## config.mk

```make
export PLATFORM = sky130hd
export DESIGN_NAME = irq_event_agg
export DESIGN_NICKNAME = d
export VERILOG_FILES = /design/src/rtl/irq_agg_pkg.sv /design/src/rtl/irq_evt_reg.sv /design/src/rtl/irq_mask_reg.sv /design/src/rtl/irq_line_map.sv /design/src/rtl/irq_event_agg.sv
export SDC_FILE = /design/constraint.sdc
export NUM_CORES = 1
export LEC_CHECK = 0
export CAP_MARGIN = 20
export CORE_UTILIZATION = 44
export CTS_CLUSTER_DIAMETER = 120
export DETAILED_ROUTE_END_ITERATION = 10
export PLACE_DENSITY_LB_ADDON = 0.05
export SYNTH_ARGS = -nofsm -noshare
export SYNTH_HDL_FRONTEND = slang
export SYNTH_SLANG_ARGS = --single-unit
```

## constraint.sdc

```tcl
create_clock -name clk_i -period 2.6 [get_ports clk_i]
set_input_delay 0.78 -clock clk_i [delete_from_list [all_inputs] [get_ports clk_i]]
set_output_delay 0.78 -clock clk_i [all_outputs]
set_load 0.01 [all_outputs]
```

## src/rtl/irq_agg_pkg.sv

```systemverilog
package irq_agg_pkg;

  localparam int unsigned REG_W     = 32;
  localparam int unsigned NUM_LINES = 13;
  localparam int unsigned BIT_IDX_W = $clog2(REG_W);

  // Implemented event positions: bits 31..19
  localparam logic [REG_W-1:0] EVT_IMPL = 32'hFFF8_0000;

  // Register select encodings
  typedef enum logic {
    SEL_EVENT = 1'b0,
    SEL_MASK  = 1'b1
  } reg_sel_e;

  // Fixed line -> event bit position mapping
  function automatic logic [BIT_IDX_W-1:0] line_bit(input int unsigned line);
    logic [BIT_IDX_W-1:0] pos;
    case (line)
      0:       pos = 5'd27; // tx frame done
      1:       pos = 5'd26; // tx buffer done
      2:       pos = 5'd19; // tx underrun
      3:       pos = 5'd20; // retry limit
      4:       pos = 5'd25; // rx frame done
      5:       pos = 5'd24; // rx buffer done
      6:       pos = 5'd23; // management transfer done
      7:       pos = 5'd21; // late collision
      8:       pos = 5'd31; // heartbeat
      9:       pos = 5'd28; // graceful stop
      10:      pos = 5'd22; // bus error
      11:      pos = 5'd29; // babbling transmit
      default: pos = 5'd30; // babbling receive
    endcase
    return pos;
  endfunction

  // Next event value: clears first, then sets, so a set wins
  function automatic logic [REG_W-1:0] evt_next(input logic [REG_W-1:0] cur,
                                                input logic [REG_W-1:0] clr,
                                                input logic [REG_W-1:0] set);
    return ((cur & ~clr) | set) & EVT_IMPL;
  endfunction

endpackage

```

## src/rtl/irq_evt_reg.sv

```systemverilog
module irq_evt_reg
  import irq_agg_pkg::*;
(
  input  logic             clk_i,
  input  logic             rst_ni,
  input  logic [REG_W-1:0] set_i,
  input  logic             clr_en_i,
  input  logic [REG_W-1:0] clr_data_i,
  output logic [REG_W-1:0] evt_o
);

  logic [REG_W-1:0] evt_q;
  logic [REG_W-1:0] clr_vec;
  logic [REG_W-1:0] set_vec;
  logic             any_set;

  assign clr_vec = clr_en_i ? clr_data_i : '0;
  assign set_vec = set_i & EVT_IMPL;
  assign any_set = |set_vec;

  always_ff @(posedge clk_i or negedge rst_ni) begin
    if (!rst_ni) evt_q <= '0;
    else         evt_q <= evt_next(evt_q, clr_vec, set_i);
  end

  assign evt_o = evt_q;

  AST_SET_WINS: assert property (@(posedge clk_i) disable iff (!rst_ni)
    any_set |=> ((evt_q & $past(set_vec)) == $past(set_vec)));

  AST_W1C_CLEARS: assert property (@(posedge clk_i) disable iff (!rst_ni)
    clr_en_i |=> ((evt_q & $past(clr_data_i & ~set_vec)) == '0));

  AST_EVT_HOLD: assert property (@(posedge clk_i) disable iff (!rst_ni)
    (!clr_en_i && !any_set) |=> $stable(evt_q));

  AST_LOW_BITS_ZERO: assert property (@(posedge clk_i) disable iff (!rst_ni)
    (evt_q & ~EVT_IMPL) == '0);

endmodule

```

## src/rtl/irq_mask_reg.sv

```systemverilog
module irq_mask_reg
  import irq_agg_pkg::*;
(
  input  logic             clk_i,
  input  logic             rst_ni,
  input  logic             wr_i,
  input  logic [REG_W-1:0] wr_data_i,
  output logic [REG_W-1:0] mask_o
);

  logic [REG_W-1:0] mask_q;

  always_ff @(posedge clk_i or negedge rst_ni) begin
    if (!rst_ni)   mask_q <= '0;
    else if (wr_i) mask_q <= wr_data_i;
  end

  assign mask_o = mask_q;

  AST_MASK_HOLD: assert property (@(posedge clk_i) disable iff (!rst_ni)
    !wr_i |=> $stable(mask_q));

  AST_MASK_LOAD: assert property (@(posedge clk_i) disable iff (!rst_ni)
    wr_i |=> (mask_q == $past(wr_data_i)));

endmodule

```

## src/rtl/irq_line_map.sv

```systemverilog
module irq_line_map
  import irq_agg_pkg::*;
(
  input  logic                 clk_i,
  input  logic                 rst_ni,
  input  logic [REG_W-1:0]     evt_i,
  input  logic [REG_W-1:0]     mask_i,
  output logic [NUM_LINES-1:0] irq_o
);

  logic [REG_W-1:0]     active;
  logic [NUM_LINES-1:0] line_active;
  logic [NUM_LINES-1:0] irq_q;

  assign active = evt_i & mask_i;

  for (genvar g = 0; g < NUM_LINES; g++) begin : g_line
    localparam logic [BIT_IDX_W-1:0] POS = line_bit(g);
    assign line_active[g] = active[POS];

    always_ff @(posedge clk_i or negedge rst_ni) begin
      if (!rst_ni) irq_q[g] <= 1'b0;
      else         irq_q[g] <= line_active[g];
    end

    AST_LINE_RISE: assert property (@(posedge clk_i) disable iff (!rst_ni)
      $rose(irq_q[g]) |-> $past(evt_i[POS] && mask_i[POS]));
  end

  assign irq_o = irq_q;

  AST_QUIET_LINES: assert property (@(posedge clk_i) disable iff (!rst_ni)
    (active == '0) |=> (irq_q == '0));

endmodule

```

## src/rtl/irq_event_agg.sv

```systemverilog
module irq_event_agg
  import irq_agg_pkg::*;
(
  input  logic                 clk_i,
  input  logic                 rst_ni,
  input  logic [REG_W-1:0]     set_i,
  input  logic                 wr_en_i,
  input  logic                 wr_sel_i,
  input  logic [REG_W-1:0]     wr_data_i,
  input  logic                 rd_sel_i,
  output logic [REG_W-1:0]     rd_data_o,
  output logic [NUM_LINES-1:0] irq_o
);

  logic             evt_wr;
  logic             mask_wr;
  logic [REG_W-1:0] evt_val;
  logic [REG_W-1:0] mask_val;

  assign evt_wr  = wr_en_i && (reg_sel_e'(wr_sel_i) == SEL_EVENT);
  assign mask_wr = wr_en_i && (reg_sel_e'(wr_sel_i) == SEL_MASK);

  irq_evt_reg u_evt (
    .clk_i      (clk_i),
    .rst_ni     (rst_ni),
    .set_i      (set_i),
    .clr_en_i   (evt_wr),
    .clr_data_i (wr_data_i),
    .evt_o      (evt_val)
  );

  irq_mask_reg u_mask (
    .clk_i     (clk_i),
    .rst_ni    (rst_ni),
    .wr_i      (mask_wr),
    .wr_data_i (wr_data_i),
    .mask_o    (mask_val)
  );

  irq_line_map u_map (
    .clk_i  (clk_i),
    .rst_ni (rst_ni),
    .evt_i  (evt_val),
    .mask_i (mask_val),
    .irq_o  (irq_o)
  );

  assign rd_data_o = (reg_sel_e'(rd_sel_i) == SEL_MASK) ? mask_val : evt_val;

  AST_EVT_WR_KEEPS_MASK: assert property (@(posedge clk_i) disable iff (!rst_ni)
    evt_wr |=> $stable(mask_val));

  AST_RESET_LINES_LOW: assert property (@(posedge clk_i)
    !rst_ni |-> (irq_o == '0));

endmodule

```

======== Word-level counts from Yosys, hierarchy flattened ========
Index checks and enable logic that the tools add are counted.
operators by class
  reduce and logical (&&, ||, !) cells .... 2
  bitwise operators ....................... 5
  muxes and demuxes ....................... 2
operator list
  operator           number
  $and 32x32->32     2
  $mux 32            2
  $not 32->32        1
  $or 32x32->32      1
  $logic_and 1x1->1  2
  $not 1->1          1
storage, ports and cells
  logic and storage cells ................. 24
  flip-flop bits (word level) ............. 58
  output and inout bits ................... 45

======== Logic depth before layout (Yosys ltp) ========
Gate-level depths: netlist of run 1.
  word-level depth ........................ 6
  gate-level depth with buffers ........... 3

======== By module ========
A second synthesis of run 1 with hierarchy kept.
second synthesis, totals
  cell total of the unflattened synthesis .. 192
  area, all modules ....................... 2937.8 um^2
by module, submodules not included
  module         area an instance (um^2)  times used  cells an instance
  irq_mask_reg   1345.0                   1           68
  irq_evt_reg    629.4                    1           60
  irq_event_agg  556.8                    1           38
  irq_line_map   406.6                    1           26

======== Least setup slack after synthesis of run 1 ========
Ideal clock, no wire load.
  path type ............................... input-to-output
  from .................................... input port rd_sel_i
  to ...................................... output port rd_data_o[25]
  stages .................................. 2
  buffers on the path ..................... 1
  data arrival time ....................... 1.345 ns
  data required time ...................... 1.820 ns
  setup slack ............................. 0.475 ns
  cells stage by stage .................... clkbuf_1 mux2_2
on the way
  word-level cells in the longest chain between the ends .. 1
ends and longest elaborated chain
  item             RTL line             text
  start, declared  irq_event_agg.sv:10  input logic rd_sel_i,
  $mux 32          irq_event_agg.sv:48  assign rd_data_o = (reg_sel_e'(rd_sel_i) == SEL_MASK) ? mask_val : evt_val;
  end, declared    irq_event_agg.sv:11  output logic [REG_W-1:0] rd_data_o,
Every way passes these cells.

======== Final worst setup path of run 1 ========
  from .................................... input port rd_sel_i
  to ...................................... output port rd_data_o[20]
The elaborated chain is that of the path after synthesis.

==> results of run 1 <==
[worst max path at each step]
stage / cells after the start / endpoint / start / slack, ns
final: 4 / rd_data_o[20] / rd_sel_i / 0.09
after global routing: 4 / rd_data_o[20] / rd_sel_i / 0.06
after CTS: 4 / rd_data_o[20] / rd_sel_i / -0.03
after detailed placement: 4 / rd_data_o[31] / rd_sel_i / -0.53
after global placement: 4 / rd_data_o[31] / rd_sel_i / -0.49
after floorplan: 2 / rd_data_o[25] / rd_sel_i / 0.47
[layout make-up]
cell class | count | area, µm²
Tap cell | 70 | 87.58
Sequential cell | 58 | 1451
Fill cell | 400 | 1516
Inverter | 13 | 48.80
Clock buffer | 15 | 186.4
Multi-Input combinational cell | 105 | 849.6
Clock inverter | 1 | 30.03
Timing Repair Buffer | 102 | 1002
[stage by stage]
step	hold slack, ns	area [µm²]
global placement	0.4667	3451
floorplan	0.4564	2404
finish	0.3945	3656
CTS	0.3817	3662
global route	0.4105	3656
detailed placement	0.4787	3451
[cells by family (layout without fill, tap and decap cells)]
| logic type | Yosys count | in the layout | synth area share (%) |
|---|---|---|---|
| AND/OR/NAND/NOR | 47 | 47 | 10.88 |
| buffers and inverters | 20 | 131 | 4.269 |
| flip-flops | 58 | 58 | 60.39 |
| multiplexers | 45 | 45 | 21.08 |
| AO/OA/AOI/OAI | 13 | 13 | 3.384 |
[routing by layer]
metal / global-route usage [%] / part of all wire, % / up-vias
met5: 0 / 0 / -
li1: - / - / 826
met1: 22.60 / 42 / 811
met2: 30.64 / 48 / 62
met4: 13.27 / 3.3 / 0
met3: 5.783 / 6.2 / 14
[power groups by stage]
stage / registers [mW] / logic (mW) / clock network, mW
final: 1.07 / 0.482 / 0.868
after global routing: 1.09 / 0.526 / 0.929
after CTS: 1.07 / 0.492 / 0.895
after detailed placement: 1.09 / 0.524 / 0
after global placement: 1.08 / 0.514 / 0
after floorplan: 1.09 / 0.205 / 0
[Yosys cell counts]
cell type	number
buf_4	1
mux2_2	43
nor2b_1	1
a31oi_1	13
inv_1	13
mux2_1	2
buf_2	1
buf_6	3
nand2_2	1
nor2_1	13
dfrtp_1	58
clkbuf_1	2
and2_1	32
[state kept, by name (all words and copies together) (netlist names)]
signal         flops
u_mask.mask_o     32
u_evt.evt_o       13
u_map.irq_o       13
[cells in the final DEF (no fill, tap or decap)]
cell type	count
nand2_2	1
a31oi_1	13
buf_12	2
mux2_2	43
bufinv_16	1
clkbuf_1	2
buf_4	5
dfrtp_1	58
clkdlybuf4s15_1	5
nor2_1	13
buf_2	2
clkbuf_8	13
inv_1	13
nor2b_1	1
clkdlybuf4s50_1	60
buf_16	1
mux2_1	2
dlygate4sd2_1	27
and2_1	32
[timing repair]
action / in CTS / in global routing
endpoints found under the setup margin: 32 / 11
cloned: 1 / 0
gates resized for setup: 41 / 2
==> metrics.md, run 1 <==
| Metric | Value |
|---|---|
| Outcome | finished clean |
| R2r startpoint | u_mask.mask_o[4] |
| First-pass GRT wire length | 8321 µm |
| Root Driver | clkbuf_8 |
| H-tree depth | 3 |
| Net Sw Frac | 22.74% |
| Num CTS Buffers | 9 |
| Die Y-Extent | 75.91 µm |
| Starting Density | a little under half |
| Buffers and inverters on the worst path | 3 |
| Type of origin of the critical path | input port |
| LEAKAGE | 1.601 nW |
| # rows | 26 |
| First drt pass iteration count | 3 |
| Slowest-stage cell, CP | mux2_2 |
| Skew final | ~0.0032 ns |
| Flop pwr share | ~44% |
| Clk network pwr share | 35.9% |
| DR vias/cell | 4.706 |
| Period minus WS final | between 2 and 3 ns |
| Netlist cell types | 13 |
| Period utilization | between 90% and 100% |
| Cell Count, Final, Fillers Out | 364 |
| Die Width | between 70 and 80 µm |
| R2R Path End | u_mask.mask_o[4] |
| Max-slew violations | 0 |
| Gp weighted congestion | between 0.7 and 0.8 |
| Cell Pwr Density | roughly 660 mW/mm² |
| Avg Cell Area, Syn | 13.13 µm² |
| Nets | 358 |
| Flops & latches, synth | 58 |
| Layout area overhead | 52.11% |
| Initial antenna violation count | 0 |
| CP peak stage delay | roughly 0.34 ns |
| Hold bufs inserted after CTS | 0 |
| Sequential share of the synthesized area | around three fifths |
| Dpl cells | roughly 350 |
| Routed Antenna Nets | 0 |
| IO buf count | 94 |
| Iter 0 DRT Violations | 50 |
| Share of cells above drive strength 1 | around 23% |
| Clk sink count | 58 |
| Clk slew on worst S/H paths | 0.06 ns |
| Final Core Density | 70.68% |
| Ordered cell list for the critical path | buf_2 > buf_12 > mux2_2 > dlygate4sd2_1 |
| Worst setup margin | about 0.091 ns |
| Yosys warning count | 0 |
| Largest net degree at the start of global routing | 33 |
| DRC | 0 |
| Max-Cap Viols | 0 |
| Worst Path Max Fanout | 11 |
| Post-CTS setup buffer count | 0 |
| Core ar. | between 0.005 and 0.006 mm² |
| Post-Syn Area | 0.002404 mm² |
| Int Pwr | approximately 1.9 mW |
| Total number of vias | ~1700 |
| Clock tree buffer depth | 2 |
| Placement Setup Slack | -0.5272 ns |
| Measured slew at the worst slew-check pin | roughly 0.45 ns |
| HP Class | in2async |
| Worst Setup Path Type | in2out |
| Wire length per cell | between 10 and 15 µm |
| Overflow after GRT | 0 |
| VDD IR max | between 0.4 and 0.5 mV |
| Switch Pwr | ~0.55 mW |
| Reg-to-reg slack, setup | 1.81 ns |
| Detailed placement HPWL | between 3000 and 4000 µm |
| N_diodes | 0 |
| Total GRT Usage | a little under 20% |
| CP arrival | between 1.5 and 2 ns |
| Setup crit end kind | output pin |
| Crit path required time | ~1.8 ns |
| Setup TNS | 0 ns |
| Syn_nets | between 200 and 300 |
| Final Hold Fails | 0 |
| Max_slew headroom | ~70% |
| Worst R2R Path Depth | 1 |
| Post-synth top area cell | dfrtp_1 |
| CTS tree | yes |
| Post-synthesis cell count | around 180 |
| RSZ-0062 raised after global routing | false |
| Top cells by area, synth | dfrtp_1, mux2_2, and2_1 |
| # setup viols final | 0 |
| Worst-Skew Late Latency | between 0.3 and 0.4 ns |
| Num ports | between 100 and 150 |
| Die area | 0.005762 mm² |
| Comb pwr share | between 10% and 20% |
| Vias in the first global route | approximately 1800 |
| Top delay family on crit path | buffers and inverters |
| Wirelength, routed | 4908 µm |
| Total power | between 2 and 2.5 mW |
| Post-synth top area share | about three fifths |
| Fmax | 0.3985 GHz |
(Power assumes the default switching activity.)
==> inputs of run 2 (changes only) <==
PLACE_DENSITY_LB_ADDON = 0.2   (was 0.05)
TNS_END_PERCENT = 10   (was default)
==> run 2 against run 1 <==
Effect of this change:
- flip-flop and latch count unchanged
- largest cell class unchanged
- die area unchanged
- first-iteration DRC count increased by 110%
- wire length increased by 2.6%
- fmax decreased by 2.3%
- cell count increased by 0.55%
- sequential share of layout area decreased by 0.30 points
- critical path type unchanged
- sequential power about the same
- critical path depth increased by 1
==> metrics.md, run 2 (synthesis results as in run 1) <==
| Metric | Value |
|---|---|
| First drt pass iteration count | 3 (unchanged) |
| Comb pwr share | 18.6% (was 19.9%) |
| Reg-to-reg slack, setup | 1.81 ns (about the same) |
| Die Width | 75.91 µm (unchanged) |
| Top delay family on crit path | buffers and inverters (unchanged) |
| Commonest non-fill, non-tap cell in the layout | clkdlybuf4s50_1 (unchanged) |
| Outcome | finished clean (unchanged) |
| IO buf count | 94 (unchanged) |
| Wire length per cell | 13.77 µm (was 13.48 µm) |
| # rows | 26 (unchanged) |
| Largest net degree at the start of global routing | 38 (was 33) |
| First-pass GRT wire length | 8576 µm (was 8321 µm) |
| Skew final | 0.005928 ns (was 0.003215 ns) |
| Nets | 360 (was 358) |
| Initial antenna violation count | 0 (unchanged) |
| Starting Density | 46.47% (unchanged) |
| Overflow after GRT | 0 (unchanged) |
| Period utilization | 98.79% (was 96.51%) |
| Max-slew violations | 0 (unchanged) |
| Buffers and inverters on the worst path | 4 (was 3) |
| Worst Path Max Fanout | 6 (was 11) |
| HP Class | in2async (unchanged) |
| Num ports | 114 (unchanged) |
| Post-route cell area | 0.003684 mm² (was 0.003656 mm²) |
| Clk sink count | 58 (unchanged) |
| Dpl cells | 346 (was 347) |
| Setup crit end kind | output pin (unchanged) |
| LEAKAGE | 1.644 nW (was 1.601 nW) |
| CP arrival | 1.79 ns (was 1.73 ns) |
| Worst R2R Path Depth | 1 (unchanged) |
| Routed Antenna Nets | 0 (unchanged) |
| RSZ-0062 raised after global routing | false (unchanged) |
| Crit path required time | 1.82 ns (about the same) |
| Final Hold Fails | 0 (unchanged) |
| Die Y-Extent | 75.91 µm (unchanged) |
| Iter 0 DRT Violations | 106 (was 50) |
| Clk slew on worst S/H paths | 0.06 ns (about the same) |
| Num CTS Buffers | 9 (unchanged) |
| CP peak stage delay | 0.33 ns (was 0.34 ns) |
| Total power | 2.594 mW (was 2.420 mW) |
| Measured slew at the worst slew-check pin | 0.5110 ns (was 0.4454 ns) |
| N_diodes | 0 (unchanged) |
| Root Driver | clkbuf_8 (unchanged) |
| CTS tree | yes (unchanged) |
| Int Pwr | 2.006 mW (was 1.870 mW) |
| Most frequent cells in the layout | clkdlybuf4s50_1, dfrtp_1, mux2_2 (unchanged) |
| Type of origin of the critical path | input port (unchanged) |
| Vias in the first global route | 1708 (was 1753) |
| R2r startpoint | u_mask.mask_o[22] (was u_mask.mask_o[4]) |
| Max_slew headroom | 65.93% (was 70.31%) |
| DR vias/cell | 4.634 (was 4.706) |
| VDD IR max | 0.4791 mV (was 0.4040 mV) |
| Clock tree buffer depth | 2 (unchanged) |
| Layout area overhead | 53.25% (was 52.11%) |
| Fmax | 0.3893 GHz (was 0.3985 GHz) |
| Share of cells above drive strength 1 | 27.36% (was 23.13%) |
| Die area | 0.005762 mm² (unchanged) |
| Worst setup margin | 0.03138 ns (was 0.09075 ns) |
| Ordered cell list for the critical path | clkdlybuf4s15_2 > buf_12 > buf_4 > mux2_2 > clkdlybuf4s15_1 (was buf_2 > buf_12 > mux2_2 > dlygate4sd2_1) |
| Dpl cell area | 0.003443 mm² (was 0.003451 mm²) |
| Gp weighted congestion | 0.7133 (was 0.7426) |
| Worst Setup Path Type | in2out (unchanged) |
| R2R Path End | u_mask.mask_o[22] (was u_mask.mask_o[4]) |
| Total number of vias | 1696 (was 1713) |
| Wirelength, routed | 5038 µm (was 4908 µm) |
| Slowest-stage cell, CP | mux2_2 (unchanged) |
| Cell Count, Final, Fillers Out | 366 (was 364) |
| Total GRT Usage | 19.30% (was 19.33%) |
| Worst-Skew Late Latency | 0.32 ns (about the same) |
| Period minus WS final | 2.569 ns (was 2.509 ns) |
| Placement Setup Slack | -0.5143 ns (was -0.5272 ns) |
| Max reg flops | 32 (unchanged) |
| Switch Pwr | 0.5879 mW (was 0.5504 mW) |
| Flop pwr share | 41.3% (was 44.2%) |
| Stages on the worst setup path | 5 (was 4) |
| Core ar. | 0.005172 mm² (unchanged) |
| Net Sw Frac | 22.67% (was 22.74%) |
| Detailed placement HPWL | 3369 µm (was 3348 µm) |
| Cell Pwr Density | 704.1 mW/mm² (was 662.0 mW/mm²) |
| Clk network pwr share | 40.1% (was 35.9%) |
| H-tree depth | 3 (unchanged) |
| # setup viols final | 0 (unchanged) |
| DRC | 0 (unchanged) |
| Max-Cap Viols | 0 (unchanged) |
-- run 2: area by class of cell --
| class | count | area [µm²] |
|---|---|---|
| Clock buffer | 11 | 151.4 |
| Fill cell | 371 | 1489 |
| Multi-Input combinational cell | 105 | 849.6 |
| Sequential cell | 58 | 1451 |
| Clock inverter | 5 | 100.1 |
| Timing Repair Buffer | 104 | 994.7 |
| Tap cell | 70 | 87.58 |
| Inverter | 13 | 48.80 |
-- run 2: how the worst max path moves through the flow --
| stage | startpoint | slack, ns | to |
|---|---|---|---|
| after floorplan | rd_sel_i | 0.47 | rd_data_o[25] |
| after global placement | rd_sel_i | -0.49 | rd_data_o[27] |
| after detailed placement | rd_sel_i | -0.51 | rd_data_o[31] |
| after CTS | rd_sel_i | 0.01 | rd_data_o[27] |
| after global routing | rd_sel_i | 0.005 | rd_data_o[28] |
| final | rd_sel_i | 0.03 | rd_data_o[28] |
-- run 2: power by group through the flow --
| stage | Combinational [mW] | Clock, mW | Sequential [mW] |
|---|---|---|---|
| after CTS | 0.495 | 1.06 | 1.07 |
| after global placement | 0.512 | 0 | 1.08 |
| after floorplan | 0.205 | 0 | 1.09 |
| after detailed placement | 0.518 | 0 | 1.09 |
| final | 0.481 | 1.04 | 1.07 |
| after global routing | 0.520 | 1.10 | 1.09 |
-- run 2: what timing repair did --
action                                  CTS  global route
buffers inserted                          3             0
hold buffers                              0             0
gates cloned                              1             0
resized for setup                        49             8
endpoints found under the hold margin     0             0
endpoints found under the setup margin   32             8
-- run 2: layer usage --
| metal | GRT usage [%] | wire length (µm) |
|---|---|---|
| met5 | 0 | 0 |
| met4 | 7.500 | 44 |
| met3 | 5.663 | 259 |
| met2 | 29.45 | 2404 |
| met1 | 26.00 | 2330 |
-- run 2: stage by stage --
stage / util (%) / TNS (ns) / hold slack (ns)
floorplan: - / 0 / 0.4564
global placement: 66.57 / -13.51 / 0.4654
finish: 71.21 / 0 / 0.4280
global route: 71.21 / 0 / 0.4565
detailed placement: 66.57 / -13.63 / 0.4774
CTS: 71.99 / 0 / 0.4381
==> inputs of run 3 (changes only) <==
SLEW_MARGIN = 10   (was default)
==> results of run 3 <==
No change in the layout: final DEF, timing and power equal those of run 2.
